--- src/rtl/sd_dat_rx_pkg.sv ---
package sd_dat_rx_pkg;
  localparam int WORD_BYTES = 4;
  localparam int LANE_W = $clog2(WORD_BYTES);

  typedef enum logic [2:0] {
    ST_IDLE,
    ST_WAIT,
    ST_DATA,
    ST_CRC,
    ST_END
  } rxState_t;

  // strobes from control to datapath
  typedef struct packed {
    logic              initBlock;
    logic              dataBit;
    logic              byteEnd;
    logic              wordEnd;
    logic [LANE_W-1:0] lane;
    logic              crcBit;
  } dpCtl_t;
endpackage

--- src/rtl/sd_dat_rx_ctrl.sv ---
module sd_dat_rx_ctrl
  import sd_dat_rx_pkg::*;
#(
  parameter int BLK_W = 12,
  parameter int CNT_W = 16,
  parameter int TO_W  = 32
) (
  input  logic             clk,
  input  logic             rstN,
  input  logic             start,
  input  logic [BLK_W-1:0] blockSizeM1,
  input  logic [CNT_W-1:0] blockCountM1,
  input  logic [TO_W-1:0]  timeoutLimit,
  input  logic             bitEn,
  input  logic             dat0,
  input  logic             clrStatus,
  input  logic             outValid,
  input  logic             outReady,
  input  logic             crcMatch,
  output dpCtl_t           ctl,
  output logic             busy,
  output logic [4:0]       status
);
  localparam int CRC_BITS = 16;
  localparam int CRC_CW = $clog2(CRC_BITS);

  rxState_t          state;
  logic [2:0]        bitCnt;
  logic [BLK_W-1:0]  byteCnt;
  logic [CNT_W-1:0]  blkCnt;
  logic [CRC_CW-1:0] crcCnt;
  logic [TO_W-1:0]   toCnt;
  logic [BLK_W-1:0]  cfgSize;
  logic [CNT_W-1:0]  cfgCount;
  logic [TO_W-1:0]   cfgTo;
  logic              lastByte;
  logic              overrun;

  assign lastByte = (byteCnt == cfgSize);
  assign overrun  = outValid && !outReady;
  assign busy     = (state != ST_IDLE);

  always_comb begin
    ctl           = '0;
    ctl.initBlock = (state == ST_WAIT) && bitEn && !dat0;
    ctl.dataBit   = (state == ST_DATA) && bitEn;
    ctl.byteEnd   = ctl.dataBit && (bitCnt == 3'd7);
    ctl.lane      = byteCnt[LANE_W-1:0];
    ctl.wordEnd   = ctl.byteEnd && ((ctl.lane == LANE_W'(WORD_BYTES-1)) || lastByte);
    ctl.crcBit    = (state == ST_CRC) && bitEn;
  end

  always_ff @(posedge clk or negedge rstN) begin
    if (!rstN) begin
      state    <= ST_IDLE;
      bitCnt   <= '0;
      byteCnt  <= '0;
      blkCnt   <= '0;
      crcCnt   <= '0;
      toCnt    <= '0;
      cfgSize  <= '0;
      cfgCount <= '0;
      cfgTo    <= '0;
      status   <= '0;
    end else begin
      if (clrStatus) status <= '0;
      case (state)
        ST_IDLE: begin
          if (start) begin
            cfgSize  <= blockSizeM1;
            cfgCount <= blockCountM1;
            cfgTo    <= timeoutLimit;
            blkCnt   <= '0;
            toCnt    <= '0;
            state    <= ST_WAIT;
          end
        end
        ST_WAIT: begin
          if (ctl.initBlock) begin
            bitCnt  <= '0;
            byteCnt <= '0;
            state   <= ST_DATA;
          end else if (toCnt == cfgTo) begin
            status[2] <= 1'b1;
            status[1] <= 1'b1;
            state     <= ST_IDLE;
          end else begin
            toCnt <= toCnt + 1'b1;
          end
        end
        ST_DATA: begin
          if (ctl.dataBit) begin
            bitCnt <= bitCnt + 1'b1;
            if (ctl.byteEnd) begin
              if (lastByte) begin
                crcCnt <= '0;
                state  <= ST_CRC;
              end else begin
                byteCnt <= byteCnt + 1'b1;
              end
            end
          end
        end
        ST_CRC: begin
          if (ctl.crcBit) begin
            crcCnt <= crcCnt + 1'b1;
            if (crcCnt == CRC_CW'(CRC_BITS-1)) state <= ST_END;
          end
        end
        ST_END: begin
          if (bitEn) begin
            if (!dat0 || !crcMatch) begin
              status[3] <= 1'b1;
              status[1] <= 1'b1;
              state     <= ST_IDLE;
            end else if (blkCnt == cfgCount) begin
              status[0] <= 1'b1;
              state     <= ST_IDLE;
            end else begin
              blkCnt <= blkCnt + 1'b1;
              toCnt  <= '0;
              state  <= ST_WAIT;
            end
          end
        end
        default: state <= ST_IDLE;
      endcase
      if (overrun && busy) begin
        status[4] <= 1'b1;
        status[1] <= 1'b1;
        state     <= ST_IDLE;
      end
    end
  end
endmodule

--- src/rtl/sd_dat_rx_dp.sv ---
module sd_dat_rx_dp
  import sd_dat_rx_pkg::*;
#(
  parameter int WORD_W = 8 * WORD_BYTES
) (
  input  logic              clk,
  input  logic              rstN,
  input  logic              dat0,
  input  dpCtl_t            ctl,
  output logic [WORD_W-1:0] outData,
  output logic              outValid,
  output logic              crcMatch
);
  localparam logic [15:0] CRC_POLY = 16'h1021;

  logic [7:0]        byteReg;
  logic [7:0]        newByte;
  logic [WORD_W-1:0] wordReg;
  logic [WORD_W-1:0] wordNext;
  logic [15:0]       crcCalc;
  logic [15:0]       crcRecv;
  logic              crcFb;

  assign newByte  = {byteReg[6:0], dat0};
  assign crcFb    = crcCalc[15] ^ dat0;
  assign crcMatch = (crcCalc == crcRecv);

  // writing lane 0 clears the upper lanes so a short last word is zero padded
  for (genvar g = 0; g < WORD_BYTES; g++) begin : gLane
    if (g == 0) begin : gLow
      assign wordNext[7:0] = (ctl.lane == '0) ? newByte : wordReg[7:0];
    end else begin : gHigh
      assign wordNext[8*g +: 8] = (ctl.lane == LANE_W'(g)) ? newByte :
                                  (ctl.lane == '0) ? 8'h00 : wordReg[8*g +: 8];
    end
  end

  always_ff @(posedge clk or negedge rstN) begin
    if (!rstN) begin
      byteReg  <= '0;
      wordReg  <= '0;
      crcCalc  <= '0;
      crcRecv  <= '0;
      outData  <= '0;
      outValid <= 1'b0;
    end else begin
      if (ctl.initBlock) begin
        crcCalc <= '0;
        crcRecv <= '0;
      end
      if (ctl.dataBit) begin
        byteReg <= newByte;
        crcCalc <= {crcCalc[14:0], 1'b0} ^ (crcFb ? CRC_POLY : 16'h0000);
      end
      if (ctl.byteEnd) wordReg <= wordNext;
      if (ctl.crcBit) crcRecv <= {crcRecv[14:0], dat0};
      outValid <= ctl.wordEnd;
      if (ctl.wordEnd) outData <= wordNext;
    end
  end
endmodule

--- src/rtl/sd_dat_rx.sv ---
module sd_dat_rx
  import sd_dat_rx_pkg::*;
#(
  parameter int BLK_W = 12,
  parameter int CNT_W = 16,
  parameter int TO_W  = 32
) (
  input  logic             clk,
  input  logic             rstN,
  input  logic             start,
  input  logic [BLK_W-1:0] blockSizeM1,
  input  logic [CNT_W-1:0] blockCountM1,
  input  logic [TO_W-1:0]  timeoutLimit,
  input  logic             bitEn,
  input  logic             dat0,
  input  logic             clrStatus,
  output logic [31:0]      outData,
  output logic             outValid,
  input  logic             outReady,
  output logic             busy,
  output logic [4:0]       status
);
  dpCtl_t ctl;
  logic   crcMatch;

  sd_dat_rx_ctrl #(.BLK_W(BLK_W), .CNT_W(CNT_W), .TO_W(TO_W)) u_ctrl (
    .clk(clk), .rstN(rstN), .start(start), .blockSizeM1(blockSizeM1),
    .blockCountM1(blockCountM1), .timeoutLimit(timeoutLimit), .bitEn(bitEn),
    .dat0(dat0), .clrStatus(clrStatus), .outValid(outValid), .outReady(outReady),
    .crcMatch(crcMatch), .ctl(ctl), .busy(busy), .status(status)
  );

  sd_dat_rx_dp #(.WORD_W(32)) u_dp (
    .clk(clk), .rstN(rstN), .dat0(dat0), .ctl(ctl),
    .outData(outData), .outValid(outValid), .crcMatch(crcMatch)
  );
endmodule

--- config.mk ---
export PLATFORM = sky130hd
export DESIGN_NAME = sd_dat_rx
export DESIGN_NICKNAME = d
export VERILOG_FILES = /design/src/rtl/sd_dat_rx_pkg.sv /design/src/rtl/sd_dat_rx_ctrl.sv /design/src/rtl/sd_dat_rx_dp.sv /design/src/rtl/sd_dat_rx.sv
export SDC_FILE = /design/constraint.sdc
export NUM_CORES = 1
export LEC_CHECK = 0
export BUFFER_PORTS_ARGS = -buffer_cell sky130_fd_sc_hd__clkbuf_2
export CAP_MARGIN = 15
export CORE_MARGIN = 2
export CORE_UTILIZATION = 40
export CTS_BUF_LIST = sky130_fd_sc_hd__clkbuf_8
export CTS_CLUSTER_SIZE = 14
export DETAILED_ROUTE_END_ITERATION = 6
export HOLD_SLACK_MARGIN = 0.1
export PLACE_DENSITY = 0.62
export SETUP_SLACK_MARGIN = 0.15
export SYNTH_ARGS = -nofsm -noshare
export SYNTH_HDL_FRONTEND = slang
export SYNTH_SLANG_ARGS = --single-unit
export TNS_END_PERCENT = 30
--- constraint.sdc ---
create_clock -name clk -period 2.5 [get_ports clk]
set_clock_uncertainty 0.2 [all_clocks]
set_input_delay 0 -clock clk [delete_from_list [all_inputs] [get_ports clk]]
set_output_delay 0 -clock clk [all_outputs]
set_load 0.05 [all_outputs]
# == Yosys cells after proc, flatten, opt, wreduce, memory -nomap -nowiden ==
# Cells that the tools add are included.
# totals
ff_bits,239
input_bits,67
output_inout_bits,39
elab_cells,151
# classes
n_addsub,5
n_eq_ne,33
muxes,64
bitwise,2
n_reduce_logical,30
# ops
cell,n
$mux 32,6
$mux 16,7
$pmux 32 s3,1
$mux 8,7
$mux 12,4
$mux 3,12
$add 32x1->32 const B,1
$eq 16x16->1,2
$eq 32x32->1,1
$pmux 16 s2,1
$pmux 12 s2,1
$ne 2x2->1 const B,11
$add 16x1->16 const B,1
$mux 4,4
$xor 16x16->16,1
$pmux 3 s5,1
$reduce_and 5->1,3
$mux 13,1
$add 12x1->12 const B,1
$eq 12x12->1,1
$mux 1,12
$ne 3x3->1 const B,4
$reduce_bool 2->1,6
$ne 3x2->1 const B,3
26 further kinds,42

# == Longest topological paths before layout ==
# depth
ltp_word,7
depth_mapped,10
depth_no_buf,8

# == Cells and area by module ==
# A second synthesis with hierarchy kept.
# hier_totals
cells_unflattened,1259
hier_area_um2,11877.6
# modules_own_cells
module,n_inst,cells_each,area_each_um2,seq_area_each_um2
sd_dat_rx_ctrl,1,799,7120.6,3378.2
sd_dat_rx_dp,1,460,4757.1,2602.5

# == Least setup slack after synthesis ==
# No wires, ideal clock.
# synth_path
path_kind,reg-to-reg
startpoint,register u_dp.crcRecv[9]
endpoint,register u_ctrl.blkCnt[15]
setup_time_ns,0.067
t_arrival_ns,2.186
t_required_ns,2.233
setup_slack_ns,0.047
stages_incl_launch_ff,8
path_buffers,0
period_less_slack_ns,2.453
path_cell_list,dfrtp_1 -> xor2_1 -> nor4_2 -> nand2_1 -> or4b_4 -> a21oi_4 -> or4b_1 -> nand2_1
# synth_between
elab_chain_cells,5
# synth_rtl
element,line_no,rtl
"start, declared",sd_dat_rx_dp.sv:21,logic [15:0] crcRecv;
"start signal, assigned",sd_dat_rx_dp.sv:56,"if (ctl.crcBit) crcRecv <= {crcRecv[14:0], dat0};"
$eq 16x16->1,sd_dat_rx_dp.sv:26,assign crcMatch = (crcCalc == crcRecv);
$logic_not 1->1,sd_dat_rx_ctrl.sv:112,if (!dat0 || !crcMatch) begin
$logic_or 1x1->1,sd_dat_rx_ctrl.sv:112,
$ne 2x2->1 (no source line),--,
$reduce_and 5->1 (no source line),--,
"end signal, assigned",sd_dat_rx_ctrl.sv:120,blkCnt <= blkCnt + 1'b1;
"end, declared",sd_dat_rx_ctrl.sv:30,logic [CNT_W-1:0] blkCnt;
# Every way passes these cells.
# A chain may end at the register's enable or synchronous reset.

# == Worst setup path in the final report ==
# Ends and elaborated chain as after synthesis.

==> flow_metrics.tcl <==
set metrics [dict create \
    gp_congestion 0.844 \
    path_max_fanout 2 \
    drv_slew 0 \
    holdWs_ns 0.178 \
    cts.clk_slew.worst_paths_ns 0.06 \
    final_area_mm2 0.0157 \
    rsz0062_at_grt "yes" \
    overflow 0 \
    die_x_um 172 \
    core_area_mm2 0.0278 \
    finalPower_mw 14.3 \
    routed_wl_mm 32.0 \
    peakVddDrop_v 0.000471 \
    startpoint_type "register" \
    worst_path_most_repeated_cell "nand2_1" \
    powerDensity_mw_per_mm2 913 \
    cp.buffers_inverters 1 \
    relSlewSlack_pct 54.8 \
    vias_per_cell 5.25 \
    critPathCaptureType "register" \
    tns_ns -1.13 \
    drt_iter0_drc 593 \
    post_dp_cell_area_mm2 0.0130 \
    drv_cap 0 \
    initial_core_util_pct 40.5 \
    grt_pass1_wl_mm 50.4 \
    route.detailed.drc 0 \
    ys_ff_latch 239 \
    grt_max_degree 83 \
    worstSetupPathType "register to register" \
    nets 1587 \
    row_count 61 \
    ios 106 \
    antenna_found_initial 1 \
    root_buffer "clkbuf_8" \
    worstMarginPinSlew_ns 0.679 \
    setup-violations-final 22 \
    die_area_mm2 0.0295 \
    via_count 10000 \
    layout.cells.non_filler 1912 \
    finalHoldViolCount 0 \
    synthArstFlopShare_pct 100 \
    syn-instance-count 1165 \
    final_common_cell "nand2_1" \
    die_y_um 172 \
    synth_flop_cell "dfrtp_1" \
    synth_warnings 0 \
    synth-edff-count 0 \
    most-common-layout-cells "nand2_1 (245), dfrtp_1 (238), dlygate4sd3_1 (136), buf_4 (109), clkbuf_2 (104)" \
    post-place-cells 1693 \
    crit_chain "xor2_1 > nor4_2 > nand2_1 > buf_4 > or4b_4 > a21oi_4 > or4b_1 > nand2_1" \
    required_ns 2.78 \
    cts_buffers 43 \
    clock.fmax_mhz 380 \
    area_delta_synth_final_pct 39.4 \
    p_leak_nw 7.47 \
    status "complete, but fails checks" \
    place_hpwl_mm 19.8 \
    critical-path-top-delay-family "simple AND/OR/NAND/NOR gates" \
    synth_cell_types 58 \
    hp-class "input pin to register" \
    first_pass_iters 5 \
    violations "setup timing" \
    critPathArrivalTime_ns 2.91 \
    avgSynthCellArea_um2 9.66 \
    layout_worst_path_cycle_share_pct 105 \
    drive_gt1_share_pct 24.5 \
    critPathMaxStageDelay_ns 0.56 \
    grt_pass1_vias 9992 \
    syn_nets 1241 \
    finalWorstSetupSlack_ns -0.130 \
    grt_usage_pct 21.5 \
    worst_path_max_delay_cell "or4b_4" \
    cts_num_sinks 239 \
    port_buffers 105 \
    htreeDepth 2 \
    clock_latency_ns 0.57 \
    yosysSeqAreaShare_pct 53.1 \
    clock_path_buffers 3 \
    cts_tree "done" \
    dp_slack_ns -0.233 \
    syn_area_mm2 0.0113 \
    wl_per_cell_um 16.7 \
    ant_nets 0 \
    fin_util_pct 56.5 \
    fin_crit_ns 2.63 \
]
[cells in the mapped netlist, types with 12 or more instances]
library cell / number / area (um^2)
nand3_1: 34 / 170
inv_1: 16 / 60.1
a22o_1: 54 / 473
clkbuf_1: 56 / 210
and3_1: 18 / 113
o21ai_0: 57 / 285
nand2_1: 248 / 931
xnor2_1: 69 / 604
dfrtp_1: 239 / 5980
nand4_1: 31 / 194
a22oi_1: 21 / 158
o31ai_1: 19 / 143
a21oi_1: 53 / 265
buf_2: 12 / 60.1
nor2_1: 79 / 297
xor2_1: 19 / 166
nor3_1: 13 / 65.1
[power breakdown]
part	internal, mW	total (mW)	leakage [nW]	switching, mW
clock network	1.72	3.33	0.447	1.61
registers	4.66	5.43	3.22	0.768
logic	2.61	5.57	3.80	2.96
total	8.99	14.3	7.47	5.34
[logic make-up (layout without fill, tap and decap cells)]
kind of cell,Yosys count,in the layout,share of synthesized area (%)
muxes,18,18,1.70
AOI/OAI and AO/OA,250,250,15.0
and+or+nand+nor,475,475,19.3
buffers and inverters,86,454,3.07
other,0,1,0
xor gates and xnor gates,88,88,6.85
adders and majority gates,9,9,1.00
DFF,239,239,53.1
[what timing repair did]
item | 4_1_cts | 5_1_grt
endpoints found under the hold margin | 360 | 0
pin swaps | 18 | 26
cloned | 3 | 3
resized for setup | 58 | 68
hold buffers | 136 | 0
setup endpoints to repair | 52 | 94
setup buffers | 7 | 1
[cell type report]
cell class,instances,area (um^2)
fill,2364,12100
sequential,239,5980
multi-input combinational,840,5300
timing repair buffer,371,3120
clock buffer,47,647
tap,378,473
clock inverter,20,109
inverter,16,60.1
antenna,1,2.50
[flip-flops by register name, indices dropped and copies added (netlist names), 12 cells and up]
signal,flops
u_dp.crcCalc,16
u_ctrl.cfgTo,32
u_ctrl.cfgSize,12
u_ctrl.toCnt,32
u_ctrl.byteCnt,12
u_dp.wordReg,32
u_ctrl.blkCnt,16
u_dp.outData,32
u_ctrl.cfgCount,16
u_dp.crcRecv,16
[worst paths after layout]
path | start | to | slack (ns) | cells past startpoint
max | u_dp.crcRecv[9] | u_ctrl.blkCnt[15] | -0.13 | 8
min | bitEn | u_ctrl.status[0] | 0.18 | 4
max reg2reg | u_dp.crcRecv[9] | u_ctrl.blkCnt[15] | -0.13 | 8
min reg2reg | u_ctrl.cfgTo[25] | u_ctrl.cfgTo[25] | 0.29 | 2
max in group asynchronous | rstN | u_dp.outData[7] | 0.94 | 4
min in group asynchronous | rstN | u_ctrl.blkCnt[2] | 0.40 | 3
[worst register-to-register path: stages, from the launching register on]
cell	delay (ns)
dfrtp_1	0.38
xor2_1	0.17
nor4_2	0.28
nand2_1	0.12
buf_4	0.15
or4b_4	0.56
a21oi_4	0.15
or4b_1	0.44
nand2_1	0.09
[layer usage]
layer / up-vias / routed length, um / global-route usage (%) / part of all wire [%]
met5: - / 0 / 0 / 0
li1: 4779 / - / - / -
met4: 0 / 885 / 7.64 / 2.8
met3: 71 / 1390 / 3.52 / 4.4
met1: 4937 / 13700 / 28.1 / 43
met2: 255 / 16000 / 36.2 / 50
Note: power is estimated with default switching activity, not from simulation.
